==> src/rtl/jtag_chk_pkg.sv <==
package jtag_chk_pkg;
  typedef enum logic [3:0] {
    PH_IDLE, PH_RST, PH_RTI, PH_SDR, PH_SIR, PH_CAP, PH_CAP2,
    PH_SHIFT, PH_UPD, PH_RTI2, PH_FIN
  } phase_e;

  localparam int RESET_EDGES = 5;

  // mode-line level applied on the rising edge that ends a given phase
  function automatic logic tms_for(phase_e ph, logic last_bit);
    case (ph)
      PH_RST, PH_SDR, PH_SIR, PH_UPD: tms_for = 1'b1;
      PH_SHIFT:                       tms_for = last_bit;
      default:                        tms_for = 1'b0;
    endcase
  endfunction
endpackage

==> src/rtl/jtag_chk_tck.sv <==
module jtag_chk_tck #(
  parameter int DIVW = 8
) (
  input  logic            clk,
  input  logic            rst,
  input  logic            run,
  input  logic [DIVW-1:0] div,
  output logic            tck,
  output logic            rise_ev,
  output logic            fall_ev
);
  logic [DIVW-1:0] cnt;
  logic            hit;

  assign hit     = run && (cnt == div);
  assign rise_ev = hit && !tck;
  assign fall_ev = hit && tck;

  always_ff @(posedge clk) begin
    if (rst || !run) begin
      cnt <= '0;
      tck <= 1'b0;
    end else if (hit) begin
      cnt <= '0;
      tck <= ~tck;
    end else begin
      cnt <= cnt + DIVW'(1);
    end
  end
endmodule

==> src/rtl/jtag_chk_seq.sv <==
module jtag_chk_seq
  import jtag_chk_pkg::*;
(
  input  logic clk,
  input  logic rst,
  input  logic load,
  input  logic rise_ev,
  input  logic fall_ev,
  input  logic chain_last,
  output logic run,
  output logic tms,
  output logic tdi,
  output logic shift_start,
  output logic sample,
  output logic fin_ev
);
  phase_e     phase;
  logic [2:0] rcnt;

  assign run         = (phase != PH_IDLE);
  assign shift_start = rise_ev && (phase == PH_CAP2);
  assign sample      = rise_ev && (phase == PH_SHIFT);
  assign fin_ev      = fall_ev && (phase == PH_FIN);

  always_ff @(posedge clk) begin
    if (rst) begin
      phase <= PH_IDLE;
      rcnt  <= '0;
      tms   <= 1'b1;
      tdi   <= 1'b0;
    end else if (load) begin
      phase <= PH_RST;
      rcnt  <= '0;
      tms   <= 1'b1;
      tdi   <= 1'b0;
    end else if (rise_ev) begin
      case (phase)
        PH_RST:   if (rcnt == 3'(RESET_EDGES - 1)) phase <= PH_RTI;
                  else rcnt <= rcnt + 3'd1;
        PH_RTI:   phase <= PH_SDR;
        PH_SDR:   phase <= PH_SIR;
        PH_SIR:   phase <= PH_CAP;
        PH_CAP:   phase <= PH_CAP2;
        PH_CAP2:  phase <= PH_SHIFT;
        PH_SHIFT: if (chain_last) phase <= PH_UPD;
        PH_UPD:   phase <= PH_RTI2;
        PH_RTI2:  phase <= PH_FIN;
        default:  phase <= phase;
      endcase
    end else if (fall_ev) begin
      if (phase == PH_FIN) begin
        phase <= PH_IDLE;
      end else begin
        tms <= tms_for(phase, chain_last);
        tdi <= (phase == PH_SHIFT);
      end
    end
  end
endmodule

==> src/rtl/jtag_chk_cmp.sv <==
module jtag_chk_cmp #(
  parameter int MAX_DEV = 4,
  parameter int MAX_IR  = 8,
  parameter int IDXW    = 3,
  parameter int IRLW    = 4
) (
  input  logic                      clk,
  input  logic                      rst,
  input  logic                      load,
  input  logic [IDXW-1:0]           num_dev,
  input  logic [MAX_DEV*IRLW-1:0]   ir_len,
  input  logic [MAX_DEV*MAX_IR-1:0] exp_pat,
  input  logic                      shift_start,
  input  logic                      sample,
  input  logic                      tdo,
  output logic                      chain_last,
  output logic                      err,
  output logic [IDXW-1:0]           fidx
);
  localparam int DEVW = (MAX_DEV > 1) ? $clog2(MAX_DEV) : 1;
  localparam int BITW = (MAX_IR > 1) ? $clog2(MAX_IR) : 1;

  logic [MAX_IR-1:0] exp_q [MAX_DEV];
  logic [IRLW-1:0]   len_q [MAX_DEV];
  logic [IDXW-1:0]   num_q;
  logic [DEVW-1:0]   dev_p;
  logic [BITW-1:0]   bit_p;
  logic              last_in_dev;
  logic              exp_bit;

  assign exp_bit     = exp_q[dev_p][bit_p];
  assign last_in_dev = (IRLW'(bit_p) == len_q[dev_p] - IRLW'(1));
  assign chain_last  = last_in_dev && (IDXW'(dev_p) == num_q - IDXW'(1));

  // configuration store, no reset so it maps onto plain storage
  always_ff @(posedge clk) begin
    if (load) begin
      for (int d = 0; d < MAX_DEV; d++) begin
        exp_q[d] <= exp_pat[d*MAX_IR +: MAX_IR];
        len_q[d] <= ir_len[d*IRLW +: IRLW];
      end
    end
  end

  always_ff @(posedge clk) begin
    if (rst) begin
      num_q <= '0;
      dev_p <= '0;
      bit_p <= '0;
      err   <= 1'b0;
      fidx  <= '1;
    end else if (load) begin
      num_q <= num_dev;
      err   <= 1'b0;
      fidx  <= '1;
    end else if (shift_start) begin
      dev_p <= '0;
      bit_p <= '0;
    end else if (sample) begin
      if ((tdo != exp_bit) && !err) begin
        err  <= 1'b1;
        fidx <= IDXW'(dev_p);
      end
      if (last_in_dev) begin
        bit_p <= '0;
        if (!chain_last) dev_p <= dev_p + DEVW'(1);
      end else begin
        bit_p <= bit_p + BITW'(1);
      end
    end
  end
endmodule

==> src/rtl/jtag_chain_check.sv <==
module jtag_chain_check #(
  parameter int MAX_DEV = 4,
  parameter int MAX_IR  = 8,
  parameter int DIVW    = 8,
  localparam int IDXW   = $clog2(MAX_DEV + 1),
  localparam int IRLW   = $clog2(MAX_IR + 1)
) (
  input  logic                      clk,
  input  logic                      rst,
  input  logic                      start_i,
  input  logic [IDXW-1:0]           num_dev_i,
  input  logic [MAX_DEV*IRLW-1:0]   ir_len_i,
  input  logic [MAX_DEV*MAX_IR-1:0] exp_i,
  input  logic [DIVW-1:0]           div_i,
  input  logic                      tdo_i,
  output logic                      tck_o,
  output logic                      tms_o,
  output logic                      tdi_o,
  output logic                      busy_o,
  output logic                      done_o,
  output logic                      pass_o,
  output logic [IDXW-1:0]           fail_idx_o
);
  logic            load, run, rise_ev, fall_ev;
  logic            chain_last, shift_start, sample, fin_ev, err;
  logic [IDXW-1:0] fidx;
  logic [DIVW-1:0] div_q;

  assign load   = start_i && !run;
  assign busy_o = run;

  always_ff @(posedge clk) begin
    if (rst) begin
      div_q      <= '0;
      done_o     <= 1'b0;
      pass_o     <= 1'b0;
      fail_idx_o <= '1;
    end else begin
      done_o <= fin_ev;
      if (load) begin
        div_q      <= div_i;
        pass_o     <= 1'b0;
        fail_idx_o <= '1;
      end else if (fin_ev) begin
        pass_o     <= !err;
        fail_idx_o <= fidx;
      end
    end
  end

  jtag_chk_tck #(.DIVW(DIVW)) u_tck (
    .clk(clk), .rst(rst), .run(run), .div(div_q),
    .tck(tck_o), .rise_ev(rise_ev), .fall_ev(fall_ev)
  );

  jtag_chk_seq u_seq (
    .clk(clk), .rst(rst), .load(load), .rise_ev(rise_ev), .fall_ev(fall_ev),
    .chain_last(chain_last), .run(run), .tms(tms_o), .tdi(tdi_o),
    .shift_start(shift_start), .sample(sample), .fin_ev(fin_ev)
  );

  jtag_chk_cmp #(.MAX_DEV(MAX_DEV), .MAX_IR(MAX_IR), .IDXW(IDXW), .IRLW(IRLW)) u_cmp (
    .clk(clk), .rst(rst), .load(load), .num_dev(num_dev_i), .ir_len(ir_len_i),
    .exp_pat(exp_i), .shift_start(shift_start), .sample(sample), .tdo(tdo_i),
    .chain_last(chain_last), .err(err), .fidx(fidx)
  );
endmodule

==> config.mk <==
export PLATFORM = sky130hd
export DESIGN_NAME = jtag_chain_check
export DESIGN_NICKNAME = d
export VERILOG_FILES = /design/src/rtl/jtag_chk_pkg.sv /design/src/rtl/jtag_chk_tck.sv /design/src/rtl/jtag_chk_seq.sv /design/src/rtl/jtag_chk_cmp.sv /design/src/rtl/jtag_chain_check.sv
export SDC_FILE = /design/constraint.sdc
export NUM_CORES = 1
export LEC_CHECK = 0
export BUFFER_PORTS_ARGS = -buffer_cell sky130_fd_sc_hd__clkbuf_2
export CORE_ASPECT_RATIO = 2
export CORE_MARGIN = 2
export CORE_UTILIZATION = 45
export CTS_CLUSTER_DIAMETER = 150
export DETAILED_ROUTE_END_ITERATION = 8
export PLACE_DENSITY = 0.68
export SETUP_SLACK_MARGIN = 0.2
export SLEW_MARGIN = 20
export SYNTH_ARGS = -nofsm -noshare
export SYNTH_HDL_FRONTEND = slang
export SYNTH_SLANG_ARGS = --single-unit
==> constraint.sdc <==
create_clock -name clk -period 5.33 [get_ports clk]
set_input_delay 0.533 -clock clk [delete_from_list [all_inputs] [get_ports clk]]
set_output_delay 0.533 -clock clk [all_outputs]
set_load 0.03 [all_outputs]
==> run_results.csv <==
group,metric,value,unit
outcome,status,"complete, no violations",
cells_and_area,fillers,782,
power,swShare,0.221,
power,power_switching,0.343,mW
detailed_routing,viasPerCell,5.50,
floorplanning,row_count,49,
placement,routabilityCongestion,0.861,
detailed_routing,drtIter0Drc,191,
worst_setup_path,cp_max_fo,12,
sta,setup_viol,0,
floorplanning,die_w,71.6,um
job,cap_violations,0,
cells_and_area,fin_area,4830,um^2
power,combPwrFrac,0.083,
detailed_routing,ant_nets,0,
clock_tree,clk_latency,0.33,ns
worst_setup_path,r2r_cells,9,
sta,fin_tns_setup,0,ns
yosys,synthFlopType,"edfxtp_1",
floorplanning,die-height,139,um
clock_tree,hold_buffers,0,
power,p_int,1.21,mW
sta,fmax,318,MHz
sta,rsz0062_at_grt,"false",
yosys,syn_area,4120,um^2
sta,finalHoldViolCount,0,
detailed_routing,post-route-drc-count,0,
clock_tree,post_cts_resized,0,
detailed_routing,drtPass1Iterations,5,
cells_and_area,layout-drive-gt1-share,0.237,
placement,placed_area,4540,um^2
worst_setup_path,crit_slowest_cell,"mux4_1",
sta,post-route-period-util,0.590,
worst_setup_path,crit_path_cell_trace,"mux4_1 > inv_1 > ha_1 > xor2_1 > o21ai_0 > or3_4 > nor2_2 > or4b_1 > o211ai_2",
global_route,antenna_found_initial,0,
cells_and_area,seqCellArea,2340,um^2
detailed_routing,routedWlPerCell,15.3,um
sta,tightest_slew,0.832,ns
floorplanning,ios,72,
sta,drv_slew,0,
cells_and_area,multi_input_area,1630,um^2
clock_tree,cts.sinks,93,
clock_tree,post_cts_buffers,0,
yosys,ys_warn_count,0,
global_route,grt_overflow,0,
yosys,ys_ff_latch,93,
sta,period_needed,3.14,ns
global_route,grt_usage,0.171,
floorplanning,coreArea,8950,um^2
floorplanning,die_area,9980,um^2
power,peakVddDrop,0.000255,V
clock_tree,htreeDepth,3,
power,power_frac_clock,0.395,
detailed_routing,vias,2925,
worst_setup_path,crit_arrival,3.41,ns
yosys,synth_cells,357,
worst_setup_path,critical_path_class,"flip-flop to flip-flop",
min_path,hold_path.class,"input pin to flip-flop",
worst_setup_path,cp-start-kind,"flip-flop",
detailed_routing,wirelength,8140,um
yosys,synth_seq_area_share,0.569,
power,leakage,1.83,nW
global_route,grt_pass1_vias,2943,
min_path,whs_path_depth,1,
placement,numPortBuffers,71,
global_route,grt_pass1_wl,13400,um
worst_setup_path,cp.depth,9,
placement,place_hpwl,6180,um
cells_and_area,final_nets,494,
power,powerDensity,321,nW/um^2
worst_setup_path,crit_family,"simple AND/OR/NAND/NOR gates",
yosys,avgSynthCellArea,11.5,um^2
cells_and_area,num_antenna_cells,0,
clock_tree,cts_buffer_depth,2,
worst_setup_path,crit_required,5.59,ns
worst_setup_path,critPathBufInv,1,
yosys,synth_edf_count,48,
yosys,syn_nets,426,
worst_setup_path,crit_path_end_kind,"flip-flop",
clock_tree,numCtsBuffers,9,
yosys,yosys.cell_types.count,58,
sta,finalClockSkew,0.00733,ns
worst_setup_path,critPathMaxStageDelay,0.69,ns
cells_and_area,area_growth_syn_to_layout,17.4,%
floorplanning,initial_core_util,0.460,
sta,relSlewSlack,0.431,
clock_tree,clkSlewWorstSetupHoldPaths,0.06,ns
yosys,ys_async_sr_fraction,0,
clock_tree,cts-root-buf,"clkbuf_16",
power,pwr-share-seq,0.523,
clock_tree,cts_tree,"built",
global_route,grt_start_max_net_pins,46,
-- registers in the layout, summed over array words and instances (netlist names), 2 cells and up, named ones only --
register     cells
u_cmp.bit_p      3
u_cmp.len_q     16
u_seq.rcnt       3
u_tck.cnt        8
u_cmp.dev_p      2
div_q            8
u_cmp.num_q      3
u_seq.phase      4
u_cmp.fidx       3
fail_idx_o       3
u_cmp.exp_q     32
-- cells in the final DEF (no fill, tap or decap), drive strengths merged, types with 3 or more instances in the layout --
master  instances
buf             3
xnor2          12
nor3            5
or3             5
nand3          10
clkbuf         80
ha              6
a211oi          3
o211ai          3
edfxtp         48
o21a            3
a31oi           3
nor2b           5
dfxtp          45
xor2           10
nand2          39
inv            19
clkinv          3
mux4            8
mux2            4
nor2           21
a21oi          19
or4             4
o21ai          10
mux2i           9
and3            4
nor4            4
a21boi          3
nand2b          6
nand4           5
-- cells by family (layout without fill, tap and decap cells) --
kind of cell               Yosys count  count (layout)  share of synthesized area
buffers and inverters               35             108                     0.0353
xor gates and xnor gates            22              22                     0.0468
AOI/OAI and AO/OA                   61              61                     0.0979
DFF                                 93              93                      0.569
muxes                               21              21                     0.0821
and+or+nand+nor                    119             119                      0.151
adders and majority gates            6               6                     0.0182
-- metrics by stage --
step	worst slack (ns)	hold slack (ns)	cells	power, mW	util
3_3_place_gp	2.24	0.455	516	0.952	0.508
4_1_cts	2.16	0.365	532	1.57	0.540
3_5_place_dp	2.17	0.459	516	0.956	0.508
5_1_grt	1.94	0.362	532	1.62	0.540
6_report	2.19	0.372	532	1.55	0.540
2_1_floorplan	2.05	0.436	357	0.905	-
-- power groups by stage --
stage	clock network, mW	logic (mW)	registers [mW]
final	0.613	0.128	0.811
after global routing	0.660	0.143	0.813
after CTS	0.626	0.130	0.811
after detailed placement	0	0.129	0.827
after global placement	0	0.126	0.825
after floorplan	0	0.0847	0.820
-- final timing paths --
check | end | startpoint | slack, ns
min | u_cmp.len_q[0][1] | ir_len_i[1] | 0.37
max | u_seq.tms | flip-flop | 2.19
min reg2reg | u_cmp.num_q[1] | u_cmp.num_q[1] | 0.46
max reg2reg | u_seq.tms | flip-flop | 2.19
-- layer usage --
| layer | vias to the layer above | share of wire | GRT usage |
|---|---|---|---|
| li1 | 1440 | - | - |
| met1 | 1382 | 0.35 | 0.167 |
| met2 | 85 | 0.58 | 0.326 |
| met3 | 18 | 0.040 | 0.0304 |
| met4 | 0 | 0.033 | 0.0914 |
| met5 | - | 0 | 0 |
-- final cells by class --
type                            count  area share
Sequential cell                    93       0.485
Multi-Input combinational cell    229       0.337
Timing Repair Buffer               74      0.0782
Clock buffer                        9      0.0466
Tap cell                          102      0.0264
Inverter                           18      0.0140
Clock inverter                      7      0.0132
-- Yosys cell counts, types with 2 or more instances --
master | count | area share
mux4_1 | 6 | 0.038
xnor2_1 | 12 | 0.026
nand4b_1 | 2 | 0.0043
dfxtp_1 | 45 | 0.22
buf_1 | 2 | 0.0018
a31oi_1 | 3 | 0.0046
and3b_1 | 2 | 0.0043
a2111oi_0 | 2 | 0.0043
o211ai_1 | 2 | 0.0036
o21a_1 | 3 | 0.0055
nand2b_1 | 6 | 0.0091
nor2b_1 | 5 | 0.0076
and2_1 | 2 | 0.0030
nor4_1 | 3 | 0.0046
a211oi_1 | 3 | 0.0055
and3_1 | 4 | 0.0061
o31ai_1 | 2 | 0.0036
o21ai_1 | 2 | 0.0024
buf_2 | 5 | 0.0061
ha_1 | 6 | 0.018
or3_1 | 4 | 0.0061
edfxtp_1 | 48 | 0.35
or4_1 | 4 | 0.0073
clkbuf_1 | 9 | 0.0082
mux2i_1 | 9 | 0.022
inv_1 | 17 | 0.016
o21ai_0 | 8 | 0.0097
a21oi_1 | 19 | 0.023
a22oi_1 | 2 | 0.0036
mux2_2 | 4 | 0.011
a22o_1 | 2 | 0.0043
a21boi_0 | 3 | 0.0055
nand3b_1 | 2 | 0.0036
nand3_1 | 10 | 0.012
nand2_1 | 39 | 0.036
nor2_1 | 20 | 0.018
mux4_2 | 2 | 0.011
nor3_1 | 5 | 0.0061
xor2_1 | 10 | 0.021
nand4_1 | 5 | 0.0076
-- worst reg2reg max path, stage by stage (launching register included) --
cell and delay [ns]:
dfxtp_1 0.66, mux4_1 0.69, inv_1 0.09, ha_1 0.24
xor2_1 0.13, o21ai_0 0.13, or3_4 0.43, nor2_2 0.12
or4b_1 0.46, o211ai_2 0.14
(Power assumes the default switching activity.)
